[src/rtl/thermal_throttle_pkg.sv]
package thermal_throttle_pkg;

    localparam int NUM_SLOTS   = 8;
    localparam int SLOT_IDX_W  = 3;
    localparam int DUTY_W      = 3;
    localparam int SLOTS_W     = 4;
    localparam int STAT_W      = 2;

    // Control register layout, bits 7..1 of the written byte
    typedef struct packed {
        logic              ien_fall;   // bit 7
        logic              ien_rise;   // bit 6
        logic              auto_en;    // bit 5
        logic              sw_req;     // bit 4
        logic [DUTY_W-1:0] duty;       // bits 3:1
    } ctl_t;

    typedef struct packed {
        logic               active;
        logic [SLOTS_W-1:0] slots_on;
    } mod_cfg_t;

    typedef enum logic {
        ADDR_CTL  = 1'b0,
        ADDR_STAT = 1'b1
    } reg_addr_e;

    // Duty code to number of enabled slots; code 0 is reserved and means half
    function automatic logic [SLOTS_W-1:0] duty_to_slots(input logic [DUTY_W-1:0] code);
        if (code == '0)
            return SLOTS_W'(NUM_SLOTS / 2);
        else
            return {1'b0, code};
    endfunction

endpackage

[src/rtl/tt_sync.sv]
module tt_sync #(
    parameter int WIDTH = 1
) (
    input  logic             clk,
    input  logic             rst,
    input  logic [WIDTH-1:0] d_async,
    output logic [WIDTH-1:0] q_sync
);
    logic [WIDTH-1:0] stage1;

    always_ff @(posedge clk) begin
        if (rst) begin
            stage1 <= '0;
            q_sync <= '0;
        end else begin
            stage1 <= d_async;
            q_sync <= stage1;
        end
    end
endmodule

[src/rtl/tt_regs.sv]
module tt_regs
    import thermal_throttle_pkg::*;
(
    input  logic              clk,
    input  logic              rst,
    input  logic              wr_en,
    input  logic              wr_addr,
    input  logic [7:0]        wr_data,
    input  logic              set_rise,
    input  logic              set_fall,
    output ctl_t              ctl,
    output logic [STAT_W-1:0] status
);
    logic [STAT_W-1:0] clr_mask;
    logic [STAT_W-1:0] set_mask;

    always_comb begin
        clr_mask = '0;
        if (wr_en && (wr_addr == ADDR_STAT))
            clr_mask = wr_data[STAT_W-1:0];
        set_mask = {set_fall & ctl.ien_fall, set_rise & ctl.ien_rise};
    end

    always_ff @(posedge clk) begin
        if (rst) begin
            ctl    <= '0;
            status <= '0;
        end else begin
            if (wr_en && (wr_addr == ADDR_CTL))
                ctl <= ctl_t'(wr_data[7:1]);
            status <= (status & ~clr_mask) | set_mask;
        end
    end

    // a cleared bit with no concurrent set reads back as zero
    assert_w1c_clear_R9: assert property (@(posedge clk) disable iff (rst)
        (wr_en && wr_addr && wr_data[0] && !set_mask[0]) |=> !status[0]);

    // set wins over clear
    assert_set_wins_R9: assert property (@(posedge clk) disable iff (rst)
        set_mask[1] |=> status[1]);
endmodule

[src/rtl/tt_hot_monitor.sv]
module tt_hot_monitor (
    input  logic clk,
    input  logic rst,
    input  logic hot_sync,
    input  logic overtemp_sync,
    output logic hot_rise,
    output logic hot_fall,
    output logic shutdown_latched
);
    logic hot_prev;

    always_ff @(posedge clk) begin
        if (rst) begin
            hot_prev         <= 1'b0;
            shutdown_latched <= 1'b0;
        end else begin
            hot_prev         <= hot_sync;
            shutdown_latched <= shutdown_latched | overtemp_sync;
        end
    end

    always_comb begin
        hot_rise = hot_sync & ~hot_prev;
        hot_fall = ~hot_sync & hot_prev;
    end

    // shutdown never releases without reset
    assert_shutdown_sticky_R10: assert property (@(posedge clk) disable iff (rst)
        shutdown_latched |=> shutdown_latched);

    // edges are mutually exclusive
    assert_single_edge_R8: assert property (@(posedge clk) disable iff (rst)
        !(hot_rise && hot_fall));
endmodule

[src/rtl/tt_modulator.sv]
module tt_modulator
    import thermal_throttle_pkg::*;
#(
    parameter int SLOT_CLKS = 4,
    parameter int AUTO_DUTY = 4
) (
    input  logic clk,
    input  logic rst,
    input  ctl_t ctl,
    input  logic hot_sync,
    output logic clk_en
);
    localparam int CNT_W = (SLOT_CLKS > 1) ? $clog2(SLOT_CLKS) : 1;
    localparam logic [CNT_W-1:0]      CNT_LAST  = CNT_W'(SLOT_CLKS - 1);
    localparam logic [SLOT_IDX_W-1:0] SLOT_LAST = SLOT_IDX_W'(NUM_SLOTS - 1);
    localparam logic [SLOTS_W-1:0]    AUTO_SLOTS = duty_to_slots(DUTY_W'(AUTO_DUTY));

    logic [CNT_W-1:0]      slot_cnt;
    logic [SLOT_IDX_W-1:0] slot_idx;
    mod_cfg_t              cfg;
    mod_cfg_t              cfg_next;
    logic                  auto_active;
    logic                  request;
    logic                  boundary;
    logic                  start;

    always_comb begin
        auto_active       = ctl.auto_en & hot_sync;
        request           = ctl.sw_req | auto_active;
        cfg_next.active   = request;
        cfg_next.slots_on = auto_active ? AUTO_SLOTS : duty_to_slots(ctl.duty);
        boundary          = (slot_idx == SLOT_LAST) && (slot_cnt == CNT_LAST);
        start             = boundary || (!cfg.active && request);
    end

    always_ff @(posedge clk) begin
        if (rst) begin
            slot_cnt <= '0;
            slot_idx <= '0;
            cfg      <= '0;
        end else if (start) begin
            slot_cnt <= '0;
            slot_idx <= '0;
            cfg      <= cfg_next;
        end else if (slot_cnt == CNT_LAST) begin
            slot_cnt <= '0;
            slot_idx <= slot_idx + 1'b1;
        end else begin
            slot_cnt <= slot_cnt + 1'b1;
        end
    end

    assign clk_en = !cfg.active || ({1'b0, slot_idx} < cfg.slots_on);

    // configuration only moves at a period start
    assert_cfg_hold_R5: assert property (@(posedge clk) disable iff (rst)
        (cfg.active && !boundary) |=> $stable(cfg));

    // a request from idle starts a fresh period on the next edge
    assert_idle_start_R2: assert property (@(posedge clk) disable iff (rst)
        (!cfg.active && request) |=> (cfg.active && slot_idx == '0 && slot_cnt == '0));

    // the automatic source always loads the fixed duty
    assert_auto_duty_R4: assert property (@(posedge clk) disable iff (rst)
        (start && auto_active) |=> (cfg.slots_on == AUTO_SLOTS));
endmodule

[src/rtl/thermal_throttle_ctl.sv]
module thermal_throttle_ctl
    import thermal_throttle_pkg::*;
#(
    parameter int SLOT_CLKS = 4,
    parameter int AUTO_DUTY = 4
) (
    input  logic        clk,
    input  logic        rst,
    input  logic        wr_en,
    input  logic        wr_addr,
    input  logic [7:0]  wr_data,
    input  logic        temp_hot_async,
    input  logic        overtemp_async,
    output logic        clk_en,
    output logic        hot_n,
    output logic        shutdown_n,
    output logic        irq,
    output logic [1:0]  irq_status
);
    logic [1:0] sync_q;
    logic       hot_sync;
    logic       overtemp_sync;
    logic       hot_rise;
    logic       hot_fall;
    logic       shutdown_latched;
    ctl_t       ctl;

    tt_sync #(.WIDTH(2)) u_sync (
        .clk     (clk),
        .rst     (rst),
        .d_async ({overtemp_async, temp_hot_async}),
        .q_sync  (sync_q)
    );

    assign hot_sync      = sync_q[0];
    assign overtemp_sync = sync_q[1];

    tt_hot_monitor u_mon (
        .clk              (clk),
        .rst              (rst),
        .hot_sync         (hot_sync),
        .overtemp_sync    (overtemp_sync),
        .hot_rise         (hot_rise),
        .hot_fall         (hot_fall),
        .shutdown_latched (shutdown_latched)
    );

    tt_regs u_regs (
        .clk      (clk),
        .rst      (rst),
        .wr_en    (wr_en),
        .wr_addr  (wr_addr),
        .wr_data  (wr_data),
        .set_rise (hot_rise),
        .set_fall (hot_fall),
        .ctl      (ctl),
        .status   (irq_status)
    );

    tt_modulator #(
        .SLOT_CLKS (SLOT_CLKS),
        .AUTO_DUTY (AUTO_DUTY)
    ) u_mod (
        .clk      (clk),
        .rst      (rst),
        .ctl      (ctl),
        .hot_sync (hot_sync),
        .clk_en   (clk_en)
    );

    assign hot_n      = ~hot_sync;
    assign shutdown_n = ~shutdown_latched;
    assign irq        = |irq_status;

    // an enabled rising edge raises the interrupt on the next edge
    assert_rise_irq_R8: assert property (@(posedge clk) disable iff (rst)
        (hot_rise && ctl.ien_rise) |=> irq);

    // the shutdown port stays low once low
    assert_shutdown_port_R10: assert property (@(posedge clk) disable iff (rst)
        !shutdown_n |=> !shutdown_n);
endmodule

[config.mk]
export PLATFORM = sky130hd
export DESIGN_NAME = thermal_throttle_ctl
export DESIGN_NICKNAME = d
export VERILOG_FILES = /design/src/rtl/thermal_throttle_pkg.sv /design/src/rtl/tt_sync.sv /design/src/rtl/tt_regs.sv /design/src/rtl/tt_hot_monitor.sv /design/src/rtl/tt_modulator.sv /design/src/rtl/thermal_throttle_ctl.sv
export SDC_FILE = /design/constraint.sdc
export NUM_CORES = 1
export LEC_CHECK = 0
export ABC_AREA = 1
export ABC_CLOCK_PERIOD_IN_PS = 2000
export BUFFER_PORTS_ARGS = -buffer_cell sky130_fd_sc_hd__buf_4
export CORE_UTILIZATION = 35
export DETAILED_ROUTE_END_ITERATION = 12
export GPL_TIMING_DRIVEN = 0
export MAX_ROUTING_LAYER = met4
export PLACE_DENSITY = 0.51
export SETUP_SLACK_MARGIN = 0.1
export SYNTH_ARGS = -nofsm -noshare
export SYNTH_HDL_FRONTEND = slang
export SYNTH_SLANG_ARGS = --single-unit
[constraint.sdc]
create_clock -name clk -period 2 [get_ports clk]
set_input_delay 0.2 -clock clk [delete_from_list [all_inputs] [get_ports clk]]
set_output_delay 0.2 -clock clk [all_outputs]
set_load 0.01 [all_outputs]
==> key figures <==
Run status
  – Status: finished, final reports clean

Synthesis
  – #FFs+latches synth: 24
  – Cell count after synthesis: 129
  – Synth Area in Compound Gates: between 6 and 7%
  – Yosys top cell area share: 45.8%
  – Combinational family with the most area after synthesis: simple AND/OR/NAND/NOR gates
  – Yosys warning count: 0
  – Mux cell area share after synthesis: 1.91%
  – Adder-Cell Fraction of Synth Area: 5.97%
  – Seq/Total Area, Yosys: 45.8%
  – Area leader, netlist: dfxtp_1
  – Post-Syn Area per Cell: 8.13 µm²
  – Cell Area, Synth: 0.00105 mm²
  – Netlist cell types: 21
  – Post-Syn Nets: 148
  – Synth Area in XOR/XNOR: less than 1%
  – Ranking of synthesized cells by area: dfxtp_1, nor2_1, inv_1, ha_1, nand2_1
  – Synth Area in Simple Gates: 29.7%

Worst hold path
  – Hold Path Class: in2reg

Drt
  – Initial DRC count: 19
  – Post-DRT Antenna Nets: 0
  – DRC: 0
  – Via/cell ratio: 4.49
  – Vias: 822
  – Final WL: around 1.8 mm
  – Drt pass-1 iters: 4
  – Per-cell routed wire length: 9.58 µm

Setup path
  – Crit path DAT: 1.38 ns
  – Crit Path Class: reg2out
  – Required @ worst endpoint: about 1.8 ns
  – CP Max Fanout: 2
  – CP startpoint kind: flip-flop
  – CP Capture Type: output pin

CTS
  – Post-CTS sizing: 0
  – CTS clk-pin slew, worst paths: 0.14 ns
  – CTS tree: yes
  – Clk Latency, worst-skew pair: roughly 0.31 ns
  – Clock root cell: clkbuf_4
  – Cts bufs inserted: 3
  – Clock Tree Buf Depth: 2
  – H-tree depth: 1
  – Total number of clock tree sinks: 24
  – Setup Fix Bufs, Post-CTS: 0
  – CTS Hold Bufs: 0

Timing
  – Tcrit/Tclk final: 78.8%
  – Fmax achieved: 0.634 GHz
  – Fin Hold WS: 0.0732 ns
  – Fin. max-slew vios: 0
  – Setup-failing EPs final: 0
  – RSZ-0062 raised after global routing: false
  – Fin crit period: 1.58 ns
  – Max transition margin: 85.4%
  – Fin. Hold Viols: 0
  – Setup Total Neg Slack: 0 ns
  – Skew final: 0.000902 ns
  – Transition time of the tightest slew-check pin: 0.220 ns

Finish
  – Commonest non-fill, non-tap cell in the layout: nor2_1
  – Fin nets: 172
  – ANT cells: 0
  – Area Overhead vs Synth: 22.3%
  – Most frequent cells in the layout: nor2_1, dfxtp_1, buf_4
  – Layout cells sized above 1: 24.3%
  – Final core utilization: 45.7%

Placement
  – Routability congestion estimate: 0.725
  – Number of port buffers: 19
  – Detail Placement HPWL: 1.33 mm

Global route
  – Global route total overflow: 0
  – Global route hottest layer: met2
  – Total GRT Usage: 12.8%
  – Vias in the first global route: 740
  – Antenna violations before repair: 0
  – First-pass GRT wire length: 3.08 mm
  – GR met2 Demand/Resource: 20.2%
  – Met3 Track Usage GR: 2.07%
  – Largest net degree at the start of global routing: 15
  – GR Layer Usage met1: between 10% and 20%

Die
  – Row count: 19
  – Chip height: between 50 and 60 µm
  – Chip Width: 56.7 µm
  – I/O pin cnt: 20
  – Core ar.: 0.00281 mm²
  – Die Area: 0.00322 mm²
  – Effective utilization at floorplan: between 30 and 40%

Pwr
  – LEAKAGE: 0.617 nW
  – Peak VDD IR: roughly 0.00033 V
  – Pwr/cell area: between 700 and 800 mW/mm²

Job
  – Maxcap violations: 0
[path summary, 6_finish.rpt]
path	start	endpoint	slack (ns)	cells past startpoint
worst max-delay path	u_mod.cfg[1]$_SDFFE_PP0P_	clk_en	0.42	8
worst min register to register	u_sync.stage1[0]$_SDFF_PP0_	u_sync.q_sync[0]$_SDFF_PP0_	0.41	2
worst max register to register	u_mod.slot_idx[0]$_SDFFE_PP0P_	u_mod.slot_idx[2]$_SDFFE_PP0P_	0.72	7
worst min-delay path	temp_hot_async	u_sync.stage1[0]$_SDFF_PP0_	0.07	3
[cell families (layout without fill, tap and decap cells)]
logic type,Yosys count,after routing
buffers and inverters,21,44
and+or+nand+nor,63,63
AOI/OAI and AO/OA,13,13
DFF,24,24
xor gates and xnor gates,1,1
adders and majority gates,5,5
muxes,2,2
[synth_stat cells]
cell type  instances
a21oi_1            4
a31oi_1            1
buf_2              1
buf_6              2
dfxtp_1           24
ha_1               5
inv_1             17
inv_2              1
mux2i_1            2
nand2_1           16
nand2_2            2
nand2_4            3
nand2_8            1
nand3_1            6
nand3_4            1
nor2_1            32
nor2_4             1
o21ai_0            7
o21ai_2            1
or2_2              1
xnor2_1            1
[metrics by stage]
step                      setup slack [ns]  std cells  cell area [µm²]  power, mW
after floorplan                      0.835        129             1050      0.617
after global placement               0.745        179             1230      0.661
after detailed placement             0.739        179             1230      0.663
after CTS                            0.396        183             1280       1.02
after global routing                 0.273        183             1280       1.06
final                                0.424        183             1280       1.00
[worst max-delay path, stage by stage (launching register included)]
cell	delay (ns)
dfxtp_1	0.35
inv_1	0.04
ha_1	0.27
o21ai_0	0.07
nand2_1	0.06
nand2_1	0.05
nand2_1	0.04
nand2_1	0.05
buf_4	0.11
[per-layer routing]
metal	share of wire, %	up-vias
met5	0	-
li1	-	443
met4	1.1	0
met2	46	14
met1	49	363
met3	3.6	2
[registers in the layout (all words and copies together), names as in the netlist]
name and cells:
u_mod.cfg 4, u_mod.slot_cnt 2, u_mod.slot_idx 3, u_mon.hot_prev 1
u_mon.shutdown_latched 1, u_regs.ctl 7, u_regs.status 2, u_sync.q_sync 2
u_sync.stage1 2
[power breakdown]
part	leakage [nW]	switching (mW)	internal (mW)
Combinational	0.392	0.0662	0.0618
Sequential	0.197	0.0151	0.507
Clock	0.0279	0.149	0.202
Total	0.617	0.231	0.771
[final cells by class]
cell class,instances,area [µm²]
buffer,3,27.5
clock buffer,3,22.5
clock inverter,1,30.0
fill,316,1520
inverter,18,67.6
multi-input combinational,84,473
sequential,24,480
tap,31,38.8
timing repair buffer,19,143
(Power assumes the default switching activity.)
